--- config.mk ---
export PLATFORM = sky130hd
export DESIGN_NAME = ac97CmdTop
export DESIGN_NICKNAME = d
export VERILOG_FILES = /design/src/rtl/ac97_cmd_pkg.sv /design/src/rtl/ac97CmdCtrl.sv /design/src/rtl/ac97CmdData.sv /design/src/rtl/ac97CmdTop.sv
export SDC_FILE = /design/constraint.sdc
export NUM_CORES = 1
export LEC_CHECK = 0
export ABC_AREA = 1
export BUFFER_PORTS_ARGS = -buffer_cell sky130_fd_sc_hd__buf_4
export CORE_UTILIZATION = 50
export DETAILED_ROUTE_END_ITERATION = 10
export PLACE_DENSITY_LB_ADDON = 0.12
export SYNTH_ARGS = -nofsm -noshare
export SYNTH_HDL_FRONTEND = slang
export SYNTH_HIERARCHICAL = 1
export SYNTH_SLANG_ARGS = --single-unit
--- constraint.sdc ---
create_clock -name clk -period 1.55 [get_ports clk]
set_clock_uncertainty 0.15 [all_clocks]
set_input_delay 0.2325 -clock clk [delete_from_list [all_inputs] [get_ports clk]]
set_output_delay 0.2325 -clock clk [all_outputs]
set_load 0.02 [all_outputs]
--- src/rtl/ac97_cmd_pkg.sv ---
package ac97_cmd_pkg;
  localparam int REG_W    = 32;
  localparam int ADDR_W   = 3;
  localparam int SLOT_W   = 20;
  localparam int IDX_W    = 7;
  localparam int IDX_LSB  = 12;
  localparam int RD_BIT   = IDX_LSB + IDX_W;
  localparam int CMD_W    = IDX_W + 1;
  localparam int VAL_W    = 16;
  localparam int VAL_LSB  = 4;
  localparam int SEL_W    = 2;
  localparam int FLAG_W   = 4;
  localparam int CTL_TX1  = 0;
  localparam int CTL_TX2  = 1;
  localparam int CTL_RX1  = 2;
  localparam int CTL_RX2  = 3;
  localparam int CTL_SEL  = 4;
  localparam int CTRL_W   = CTL_SEL + SEL_W;

  localparam logic [ADDR_W-1:0] A_CTRL = 3'd0;
  localparam logic [ADDR_W-1:0] A_CMD1 = 3'd1;
  localparam logic [ADDR_W-1:0] A_CMD2 = 3'd2;
  localparam logic [ADDR_W-1:0] A_RSP1 = 3'd3;
  localparam logic [ADDR_W-1:0] A_RSP2 = 3'd4;
  localparam logic [ADDR_W-1:0] A_FLAG = 3'd5;
  localparam logic [ADDR_W-1:0] A_RST  = 3'd6;

  typedef struct packed {
    logic ldCtrl;
    logic ldCmd1;
    logic ldCmd2;
    logic ldRst;
    logic send1;
    logic send2;
    logic cap1;
    logic cap2;
  } ac97Strobes_t;
endpackage

--- src/rtl/ac97CmdCtrl.sv ---
module ac97CmdCtrl
  import ac97_cmd_pkg::*;
(
  input  logic              clk,
  input  logic              rstN,
  input  logic              regWrEn,
  input  logic              regRdEn,
  input  logic [ADDR_W-1:0] regAddr,
  input  logic              frameStart,
  input  logic              rxTag1,
  input  logic              rxTag2,
  input  logic              tx1En,
  input  logic              tx2En,
  input  logic              rx1En,
  input  logic              rx2En,
  output ac97Strobes_t      strb,
  output logic [FLAG_W-1:0] flags
);
  logic tx1Busy, tx2Busy, rx1Valid, rx2Valid;
  logic rdRsp1, rdRsp2;

  assign rdRsp1 = regRdEn && (regAddr == A_RSP1);
  assign rdRsp2 = regRdEn && (regAddr == A_RSP2);

  always_comb begin
    strb        = '0;
    strb.ldCtrl = regWrEn && (regAddr == A_CTRL);
    strb.ldCmd1 = regWrEn && (regAddr == A_CMD1);
    strb.ldCmd2 = regWrEn && (regAddr == A_CMD2);
    strb.ldRst  = regWrEn && (regAddr == A_RST);
    strb.send1  = frameStart && tx1Busy && tx1En;
    strb.send2  = strb.send1 && tx2Busy && tx2En;
    strb.cap1   = frameStart && rxTag1 && rx1En;
    strb.cap2   = frameStart && rxTag2 && rx2En;
  end

  always_ff @(posedge clk) begin
    if (!rstN) begin
      tx1Busy  <= 1'b0;
      tx2Busy  <= 1'b0;
      rx1Valid <= 1'b0;
      rx2Valid <= 1'b0;
    end else begin
      if (strb.ldCmd1)     tx1Busy <= 1'b1;
      else if (strb.send1) tx1Busy <= 1'b0;
      if (strb.ldCmd2)     tx2Busy <= 1'b1;
      else if (strb.send2) tx2Busy <= 1'b0;
      if (strb.cap1)       rx1Valid <= 1'b1;
      else if (rdRsp1)     rx1Valid <= 1'b0;
      if (strb.cap2)       rx2Valid <= 1'b1;
      else if (rdRsp2)     rx2Valid <= 1'b0;
    end
  end

  assign flags = {rx2Valid, rx1Valid, tx2Busy, tx1Busy};

  assert_busy1_holds_R4: assert property (@(posedge clk) disable iff (!rstN)
    tx1Busy && !frameStart |=> tx1Busy);
  assert_busy2_holds_R2: assert property (@(posedge clk) disable iff (!rstN)
    tx2Busy && !frameStart |=> tx2Busy);
  assert_valid_clears_R7: assert property (@(posedge clk) disable iff (!rstN)
    rdRsp1 && !frameStart |=> !rx1Valid);
  assert_valid_sticks_R7: assert property (@(posedge clk) disable iff (!rstN)
    rx1Valid && !regRdEn |=> rx1Valid);
endmodule

--- src/rtl/ac97CmdData.sv ---
module ac97CmdData
  import ac97_cmd_pkg::*;
(
  input  logic              clk,
  input  logic              rstN,
  input  ac97Strobes_t      strb,
  input  logic              frameStart,
  input  logic [REG_W-1:0]  regWrData,
  input  logic [ADDR_W-1:0] regAddr,
  input  logic [FLAG_W-1:0] flags,
  input  logic [SLOT_W-1:0] rxWord1,
  input  logic [SLOT_W-1:0] rxWord2,
  output logic [REG_W-1:0]  regRdData,
  output logic              txTag1,
  output logic [SLOT_W-1:0] txWord1,
  output logic              txTag2,
  output logic [SLOT_W-1:0] txWord2,
  output logic              tx1En,
  output logic              tx2En,
  output logic              rx1En,
  output logic              rx2En,
  output logic [SEL_W-1:0]  codecSel,
  output logic              codecResetN
);
  logic [CTRL_W-1:0] ctrlReg;
  logic [CMD_W-1:0]  cmd1;
  logic [VAL_W-1:0]  cmd2;
  logic [SLOT_W-1:0] rsp1, rsp2, cmdWord1, cmdWord2;
  logic              rstRel;

  always_comb begin
    cmdWord1 = '0;
    cmdWord1[IDX_LSB +: CMD_W] = cmd1;
    cmdWord2 = '0;
    cmdWord2[VAL_LSB +: VAL_W] = cmd2;
  end

  always_ff @(posedge clk) begin
    if (!rstN) begin
      ctrlReg <= '0;
      cmd1    <= '0;
      cmd2    <= '0;
      rsp1    <= '0;
      rsp2    <= '0;
      rstRel  <= 1'b0;
      txTag1  <= 1'b0;
      txTag2  <= 1'b0;
      txWord1 <= '0;
      txWord2 <= '0;
    end else begin
      if (strb.ldCtrl) ctrlReg <= regWrData[CTRL_W-1:0];
      if (strb.ldCmd1) cmd1    <= regWrData[IDX_LSB +: CMD_W];
      if (strb.ldCmd2) cmd2    <= regWrData[VAL_LSB +: VAL_W];
      if (strb.ldRst)  rstRel  <= regWrData[0];
      if (frameStart) begin
        txTag1  <= strb.send1;
        txTag2  <= strb.send2;
        txWord1 <= strb.send1 ? cmdWord1 : '0;
        txWord2 <= strb.send2 ? cmdWord2 : '0;
      end
      if (strb.cap1) rsp1 <= rxWord1;
      if (strb.cap2) rsp2 <= rxWord2;
    end
  end

  assign tx1En       = ctrlReg[CTL_TX1];
  assign tx2En       = ctrlReg[CTL_TX2];
  assign rx1En       = ctrlReg[CTL_RX1];
  assign rx2En       = ctrlReg[CTL_RX2];
  assign codecSel    = ctrlReg[CTL_SEL +: SEL_W];
  assign codecResetN = rstRel;

  always_comb begin
    regRdData = '0;
    case (regAddr)
      A_CTRL:  regRdData[CTRL_W-1:0] = ctrlReg;
      A_CMD1:  regRdData[SLOT_W-1:0] = cmdWord1;
      A_CMD2:  regRdData[SLOT_W-1:0] = cmdWord2;
      A_RSP1:  regRdData[SLOT_W-1:0] = rsp1;
      A_RSP2:  regRdData[SLOT_W-1:0] = rsp2;
      A_FLAG:  regRdData[FLAG_W-1:0] = flags;
      A_RST:   regRdData[0]          = rstRel;
      default: regRdData = '0;
    endcase
  end

  assert_tag_pair_R3: assert property (@(posedge clk) disable iff (!rstN)
    txTag2 |-> txTag1);
  assert_no_send_disabled_R4: assert property (@(posedge clk) disable iff (!rstN)
    frameStart && !ctrlReg[CTL_TX1] |=> !txTag1);
  assert_tags_hold_R5: assert property (@(posedge clk) disable iff (!rstN)
    !frameStart |=> $stable(txTag1) && $stable(txTag2) && $stable(txWord1));
endmodule

--- src/rtl/ac97CmdTop.sv ---
module ac97CmdTop
  import ac97_cmd_pkg::*;
(
  input  logic              clk,
  input  logic              rstN,
  input  logic              regWrEn,
  input  logic              regRdEn,
  input  logic [ADDR_W-1:0] regAddr,
  input  logic [REG_W-1:0]  regWrData,
  output logic [REG_W-1:0]  regRdData,
  input  logic              frameStart,
  output logic              txTag1,
  output logic [SLOT_W-1:0] txWord1,
  output logic              txTag2,
  output logic [SLOT_W-1:0] txWord2,
  input  logic              rxTag1,
  input  logic [SLOT_W-1:0] rxWord1,
  input  logic              rxTag2,
  input  logic [SLOT_W-1:0] rxWord2,
  output logic [SEL_W-1:0]  codecSel,
  output logic              codecResetN
);
  ac97Strobes_t      strb;
  logic [FLAG_W-1:0] flags;
  logic              tx1En, tx2En, rx1En, rx2En;

  ac97CmdCtrl u_ctrl (
    .clk(clk), .rstN(rstN), .regWrEn(regWrEn), .regRdEn(regRdEn),
    .regAddr(regAddr), .frameStart(frameStart), .rxTag1(rxTag1),
    .rxTag2(rxTag2), .tx1En(tx1En), .tx2En(tx2En), .rx1En(rx1En),
    .rx2En(rx2En), .strb(strb), .flags(flags)
  );

  ac97CmdData u_data (
    .clk(clk), .rstN(rstN), .strb(strb), .frameStart(frameStart),
    .regWrData(regWrData), .regAddr(regAddr), .flags(flags),
    .rxWord1(rxWord1), .rxWord2(rxWord2), .regRdData(regRdData),
    .txTag1(txTag1), .txWord1(txWord1), .txTag2(txTag2), .txWord2(txWord2),
    .tx1En(tx1En), .tx2En(tx2En), .rx1En(rx1En), .rx2En(rx2En),
    .codecSel(codecSel), .codecResetN(codecResetN)
  );
endmodule

# Word-level counts from Yosys, hierarchy flattened
# Cells that the tools add are included.
[word_totals] regBits=117 inputBits=82 out_inout_bits=77 word_cells=53
[classes] eq_ne=6 n_mux=14 n_reduce_logical=19
[op_table] cell="one-hot mux 14 bit (4 select lines)" n=1
[op_table] cell="two-way mux 20 bit" n=2
[op_table] cell="logical AND 1 bit" n=14
[op_table] cell="one-hot mux 3 bit (4 select lines)" n=1
[op_table] cell="equality test 3 bit (second input constant)" n=3
[op_table] cell="two-way mux 1 bit" n=8
[op_table] cell="one-hot mux 2 bit (4 select lines)" n=1
[op_table] cell="nonzero test 2 bit" n=4
[op_table] cell="equality test 3 x 2 -> 1 bit (second input constant)" n=2
[op_table] cell="one-hot mux 1 bit (5 select lines)" n=1
[op_table] cell="equality test 3 x 1 -> 1 bit (second input constant)" n=1
[op_table] cell="logical NOT 3 bit" n=1

# Logic depth before layout (Yosys ltp)
# Gate-level depths: netlist of the first run.
[logic_depth] word_depth=6 depth_mapped=8 depth_no_buf=7

# Hierarchy
# Netlist of the first run, hierarchy kept.
[modules_own_cells] module="ac97CmdData" instances=1 cells_each=583 area_per_inst_um2=4270.3 seq_area_each_um2=1941.9
[modules_own_cells] module="ac97CmdCtrl" instances=1 cells_each=40 area_per_inst_um2=267.8 seq_area_each_um2=80.1

# Worst setup path after synthesis of the first run
# Ideal clock, no wire load.
[synth_timing] kind="in2reg" start="in regAddr[1]" end="reg u_data.ctrlReg[1]" setup_ns=0.116 arrival_ns=1.192 required_ns=1.284 slack_ns=0.092 cell_stages=4 path_buffers=0 cell_sequence="nor4_1 inv_1 nor2_1 nor2_1"
[synth_between] elab_chain_cells=2
[synth_lines] item="start: declaration" line_no="ac97CmdTop.sv:8" source="input logic [ADDR_W-1:0] regAddr,"
[synth_lines] item="logical NOT 3 bit" line_no="ac97CmdCtrl.sv:27" source="strb.ldCtrl = regWrEn && (regAddr == A_CTRL);"
[synth_lines] item="logical AND 1 bit" line_no="ac97CmdCtrl.sv:27"
[synth_lines] item="end signal: assignment" line_no="ac97CmdData.sv:51" source="if (strb.ldCtrl) ctrlReg <= regWrData[CTRL_W-1:0];"
[synth_lines] item="end: declaration" line_no="ac97CmdData.sv:25" source="logic [CTRL_W-1:0] ctrlReg;"
# Every way passes these cells.
# A chain may end at the register's enable or synchronous reset.

# Final worst setup path of the first run
[layout_timing] start="reg u_data.rsp1[0]" end="out regRdData[0]"
[layout_between] elab_chain_cells=1
[layout_lines] item="start: declaration" line_no="ac97CmdData.sv:28" source="logic [SLOT_W-1:0] rsp1, rsp2, cmdWord1, cmdWord2;"
[layout_lines] item="start signal: assignment" line_no="ac97CmdData.sv:61" source="if (strb.cap1) rsp1 <= rxWord1;"
[layout_lines] item="one-hot mux 1 bit (5 select lines)" line_no="ac97CmdData.sv:75" source="case (regAddr)"
[layout_lines] item="end: declaration" line_no="ac97CmdTop.sv:10" source="output logic [REG_W-1:0] regRdData,"
# Every way passes these cells.

==> metrics.cfg, run 1 <==
[global_routing]
gr-total-overflow = 0
grt_pass1_wl_um = 21000
grt.total_usage_pct = 27.5
grt_max_degree = 43
grt_pass1_vias = 4310
antenna_found_initial = 0

[floorplanning]
fp-row-count = 34
die_h_um = 97.3
core-area_um2 = 8760
io_pins = 159
die_w_um = 97.3
fp.dieArea_um2 = 9460
initial_core_util_pct = 51.8

[cells_and_area]
layout_commonest_cell = buf_4
drive_gt1_share_pct = 27.9
n_antenna_cell = 0
fin_nets = 877
fin_area_um2 = 6420
final_core_util_pct = 73.2
mostFrequentLayoutCells = 139 x buf_4, 136 x nor2_1, 72 x dfxtp_1
syn_to_final_growth_pct = 41.4

[worst_hold_path]
worstHoldStart = rxWord2[1]
hold_path_depth = 3
hold_class = in -> reg
whs_endpoint = u_data/rsp2[1]

[detailed_routing]
via_per_inst = 5.26
drt_pass1_iterations = 5
avgRoutedWirePerCell_um = 14.5
vias = 4772
first_iter_violations = 205
drt_wl_total_um = 13200
ant_nets = 0
route.detailed.drc = 0

[worst_setup_path]
critPathLaunchType = flop
regToRegSetupSlack_ns = 0.08
crit_type = reg -> out
r2r_start = u_data/ctrlReg[2]
cpPeakStageDelay_ns = 0.33
path_cells = nand4_1 > nand2_1 > nor2_1 > nand2_1 > buf_6
crit_fanout = 2
cp_top_family = flip-flops
critPathMostFrequentCell = nand2_1
slowest_stage = dfxtp_2
r2r_end = u_data/rsp1[4]
rr_worst_depth = 7
cp.arrival_ns = 1.16
setup.worst_path.end_class = output pin
cp.required_ns = 1.17
crit_buf_inv = 1

[power_and_ir_drop]
peakVddDrop_mv = 0.645
power.leakage_nw = 2.89
p_per_area_nw_per_um2 = 789

[place]
post_dp_cell_area_um2 = 5500
io_buffers = 118
hpwl_um = 8920
gp_congestion = 0.892

[clock_network]
cts.sinks = 101
clock_path_buffers = 2
cts_tree = done
path_clk_slew_ns = 0.11
numCtsBuffers = 9
htreeDepth = 3
cts_root_buf = clkbuf_8
worstSkewPairLatency_ns = 0.37

[timing]
final.period_utilization_pct = 99.4
setup_viol = 0
fmax_mhz = 649
rsz0062_at_grt = true
whs_ns = 0.00968
hold_viol_final = 0
slew_viol_final = 0
min_period_ns = 1.54

[synthesis]
ys_seq_area_share_pct = 44.6
yosys_warnings = 6
avgSynthCellArea_um2 = 7.28
yosys_register_bits = 101
syn_area_um2 = 4540
synth_cell_types = 24
syn_inst = 623

[flow_run]
cap_viol_max_count = 0

[run_status]
status = completed

[cell usage after synthesis]
cell type / number / area (um^2)
nor2_1: 136 / 510
dfxtp_1: 101 / 2020
o21ai_0: 71 / 355
nand3_1: 57 / 285
nand4_1: 51 / 319
nand2_1: 49 / 184
buf_4: 37 / 278
a21oi_1: 35 / 175
buf_2: 31 / 155
inv_1: 25 / 93.8
inv_2: 9 / 33.8
clkbuf_1: 6 / 22.5
clkbuf_2: 2 / 10.0
nor2_2: 2 / 12.5
o21ai_1: 2 / 10.0
a21oi_2: 1 / 8.76
buf_6: 1 / 11.3
conb_1: 1 / 3.75
nand2_2: 1 / 6.26
nand3_2: 1 / 10.0
nor3_1: 1 / 5.00
nor4_1: 1 / 6.26
nor4_2: 1 / 12.5
o21bai_1: 1 / 7.51
[flip-flops by register name, indices dropped and copies added, names as in the netlist, 6 cells and up]
name,cells
u_data/rsp2,20
u_data/txWord2,16
u_data/rsp1,20
u_data/cmd1,8
u_data/cmd2,16
u_data/txWord1,8
u_data/ctrlReg,6
[final cells by class]
| type | instances | area (um^2) |
|---|---|---|
| Tap cell | 108 | 135 |
| Clock inverter | 7 | 88.8 |
| Sequential cell | 101 | 2060 |
| Fill cell | 687 | 2340 |
| Multi-Input combinational cell | 438 | 2050 |
| Clock buffer | 9 | 124 |
| Timing Repair Buffer | 211 | 1830 |
| Inverter | 34 | 131 |
[kinds of logic after synthesis]
group,after synthesis,share of synthesized area (%)
compound gates,110,12.3
buf+inv,111,13.3
flops,101,44.6
other cells,1,0.0826
simple gates,300,29.8
[metrics by stage]
| stage | TNS, ns | total power [W] | std cells | setup WS, ns |
|---|---|---|---|---|
| after floorplan | 0 | 0.00306 | 650 | 0.0918 |
| after global placement | 0 | 0.00326 | 830 | 0.0209 |
| after detailed placement | 0 | 0.00326 | 830 | 0.00579 |
| after CTS | -0.0172 | 0.00508 | 906 | -0.00933 |
| after global routing | -0.165 | 0.00528 | 908 | -0.0565 |
| final | 0 | 0.00507 | 908 | 0.00862 |
[report_power, final]
group	leakage, nW	total, W	internal, W	switching, W
Sequential	0.830	0.00268	0.00264	0.0000395
Combinational	1.96	0.000666	0.000319	0.000347
Clock	0.107	0.00172	0.000663	0.00105
[per-layer routing]
layer | share of wire, % | GRT usage (%)
met1 | 46 | 38.7
met4 | 1.1 | 6.22
met5 | 0 | 0
met2 | 47 | 43.8
met3 | 6.1 | 5.11
[worst max path at each step]
stage                   start                end  slack (ns)  cells after the start
2_1_floorplan      regAddr[1]  u_data/ctrlReg[1]        0.09                      4
3_3_place_gp       regAddr[1]       regRdData[1]        0.02                      8
3_5_place_dp       regAddr[1]       regRdData[1]       0.006                      8
4_1_cts        u_data/cmd2[0]       regRdData[4]      -0.009                      5
5_1_grt        u_ctrl/tx2Busy       regRdData[1]       -0.06                      5
6_report       u_data/rsp1[0]       regRdData[0]       0.009                      5
[tightest hold or removal path, delay by kind of cell]
kind	cells	cell delay, ns
AO/OA/AOI/OAI	2	0.18
buffers and inverters	1	0.08
[timing repair]
action,CTS,global route
hold buffers,59,0
buffers inserted,2,3
pin swaps,6,7
setup endpoints to repair,5,19
hold endpoints to repair,70,0
resized for setup,15,34
(Power assumes the default switching activity.)
==> run 2: changes to the inputs <==
--- a/config.mk
+++ b/config.mk
@@ -8,8 +8,10 @@
 export ABC_AREA = 1
 export BUFFER_PORTS_ARGS = -buffer_cell sky130_fd_sc_hd__buf_4
 export CORE_UTILIZATION = 50
+export CTS_BUF_LIST = sky130_fd_sc_hd__clkbuf_2 sky130_fd_sc_hd__clkbuf_4 sky130_fd_sc_hd__clkbuf_8
 export DETAILED_ROUTE_END_ITERATION = 10
 export PLACE_DENSITY_LB_ADDON = 0.12
+export SKIP_CTS_REPAIR_TIMING = 1
 export SYNTH_ARGS = -nofsm -noshare
 export SYNTH_HDL_FRONTEND = slang
 export SYNTH_HIERARCHICAL = 1
==> metrics.cfg, run 2 (synthesis gave the netlist of run 1 again) <==
[run_status]
status = completed  ; unchanged

[floorplanning]
fp-row-count = 34  ; unchanged
core-area_um2 = 8760  ; unchanged
initial_core_util_pct = 51.8  ; unchanged
die_h_um = 97.3  ; unchanged
io_pins = 159  ; unchanged
die_w_um = 97.3  ; unchanged
fp.dieArea_um2 = 9460  ; unchanged

[detailed_routing]
first_iter_violations = 220  ; was 205
drt_pass1_iterations = 5  ; unchanged
avgRoutedWirePerCell_um = 14.3  ; was 14.5 um
ant_nets = 0  ; unchanged
route.detailed.drc = 0  ; unchanged
via_per_inst = 5.21  ; was 5.26
drt_wl_total_um = 12900  ; was 13,200 um
vias = 4695  ; was 4,772

[worst_setup_path]
setup.worst_path.end_class = output pin  ; unchanged
rr_worst_depth = 6  ; was 7
slowest_stage = dfxtp_2  ; unchanged
critPathLaunchType = flop  ; unchanged
cpPeakStageDelay_ns = 0.33  ; about the same
cp.required_ns = 1.17  ; about the same
cp.arrival_ns = 1.17  ; was 1.16 ns
crit_fanout = 2  ; unchanged
critPathMostFrequentCell = nand2_1  ; unchanged
path_cells = nand4_1 > nand2_1 > nor2_1 > nand2_1 > buf_6  ; unchanged
crit_type = reg -> out  ; unchanged

[cells_and_area]
n_antenna_cell = 0  ; unchanged
mostFrequentLayoutCells = 136 x buf_4, 136 x nor2_1, 73 x dfxtp_1  ; was 139 x buf_4, 136 x nor2_1, 72 x dfxtp_1
syn_to_final_growth_pct = 39.6  ; was 41.4%
largestRegisters = u_data/rsp1 (20), u_data/rsp2 (20)  ; unchanged
fin_nets = 870  ; was 877
drive_gt1_share_pct = 26.7  ; was 27.9%
final_core_util_pct = 72.3  ; was 73.2%

[timing]
fin_setup_tns_ns = 0  ; unchanged
min_period_ns = 1.55  ; was 1.54 ns
final.period_utilization_pct = 100  ; was 99.4%
rsz0062_at_grt = true  ; unchanged
slew_viol_final = 0  ; unchanged
fmax_mhz = 645  ; was 649 MHz
hold_viol_final = 0  ; unchanged
final.setup.worst_slack_ns = 0.000687  ; was 0.00862 ns
setup_viol = 0  ; unchanged

[clock_network]
numCtsBuffers = 9  ; unchanged
clock_path_buffers = 2  ; unchanged
htreeDepth = 3  ; unchanged
path_clk_slew_ns = 0.11  ; about the same
cts.sinks = 101  ; unchanged
worstSkewPairLatency_ns = 0.37  ; about the same
cts_tree = done  ; unchanged
cts_root_buf = clkbuf_8  ; unchanged

[place]
gp_congestion = 0.892  ; unchanged
io_buffers = 118  ; unchanged
hpwl_um = 8920  ; unchanged
place_ws_ns = 0.00579  ; unchanged

[global_routing]
grt.total_usage_pct = 25.3  ; was 27.5%
gr-total-overflow = 0  ; unchanged
grt_pass1_wl_um = 19500  ; was 21,000 um
grt_pass1_vias = 3952  ; was 4,310
grt_max_degree = 43  ; unchanged
antenna_found_initial = 0  ; unchanged

[power_and_ir_drop]
p_per_area_nw_per_um2 = 796  ; was 789 nW/um^2
peakVddDrop_mv = 0.650  ; was 0.645 mV
p_total_w = 0.00504  ; was 0.00507 W
power.leakage_nw = 2.86  ; was 2.89 nW

[worst_hold_path]
hold_class = in -> reg  ; unchanged
hold_path_depth = 3  ; unchanged

[flow_run]
cap_viol_max_count = 0  ; unchanged

-- run 2: worst max-delay path, delay by kind of cell (launching register included) --
family | cells | cell delay (ns)
buffers and inverters | 1 | 0.13
flip-flops | 1 | 0.33
AND/OR/NAND/NOR | 4 | 0.34
-- run 2: path summary, 6_finish.rpt --
kind                                   endpoint         startpoint  slack [ns]
worst max register to register  u_data/rsp2[10]  u_data/ctrlReg[3]        0.15
worst min-delay path             u_data/rsp1[1]         rxWord1[1]       0.003
worst min register to register   u_data/rsp2[1]     u_data/rsp2[1]        0.32
worst max-delay path               regRdData[0]     u_data/rsp1[0]      0.0007
-- run 2: layout make-up --
class / count / area, um^2
Fill cell: 700 / 2430
Clock inverter: 7 / 88.8
Tap cell: 108 / 135
Sequential cell: 101 / 2060
Inverter: 34 / 128
Clock buffer: 9 / 124
Multi-Input combinational cell: 438 / 2040
Timing Repair Buffer: 204 / 1770
-- run 2: per-stage QoR --
stage / instance area (um^2) / std cells / hold slack, ns
2_1_floorplan: 4640 / 650 / 0.217
3_3_place_gp: 5500 / 830 / 0.297
3_5_place_dp: 5500 / 830 / 0.305
4_1_cts: 5710 / 846 / -0.0866
5_1_grt: 6340 / 901 / 0.00723
6_report: 6340 / 901 / 0.00319
-- run 2: layer usage --
metal	vias to the layer above	share of wire, %	global-route usage, %
li1	2356	-	-
met1	2139	46	37.5
met2	188	46	38.2
met3	12	6.2	4.60
met4	0	0.86	5.77
met5	-	0	0
-- run 2: report_power, final --
group	total (W)	switching [W]	internal, W
Sequential	0.00268	0.0000393	0.00264
Combinational	0.000654	0.000342	0.000311
Clock	0.00170	0.00104	0.000663
Total	0.00504	0.00142	0.00362
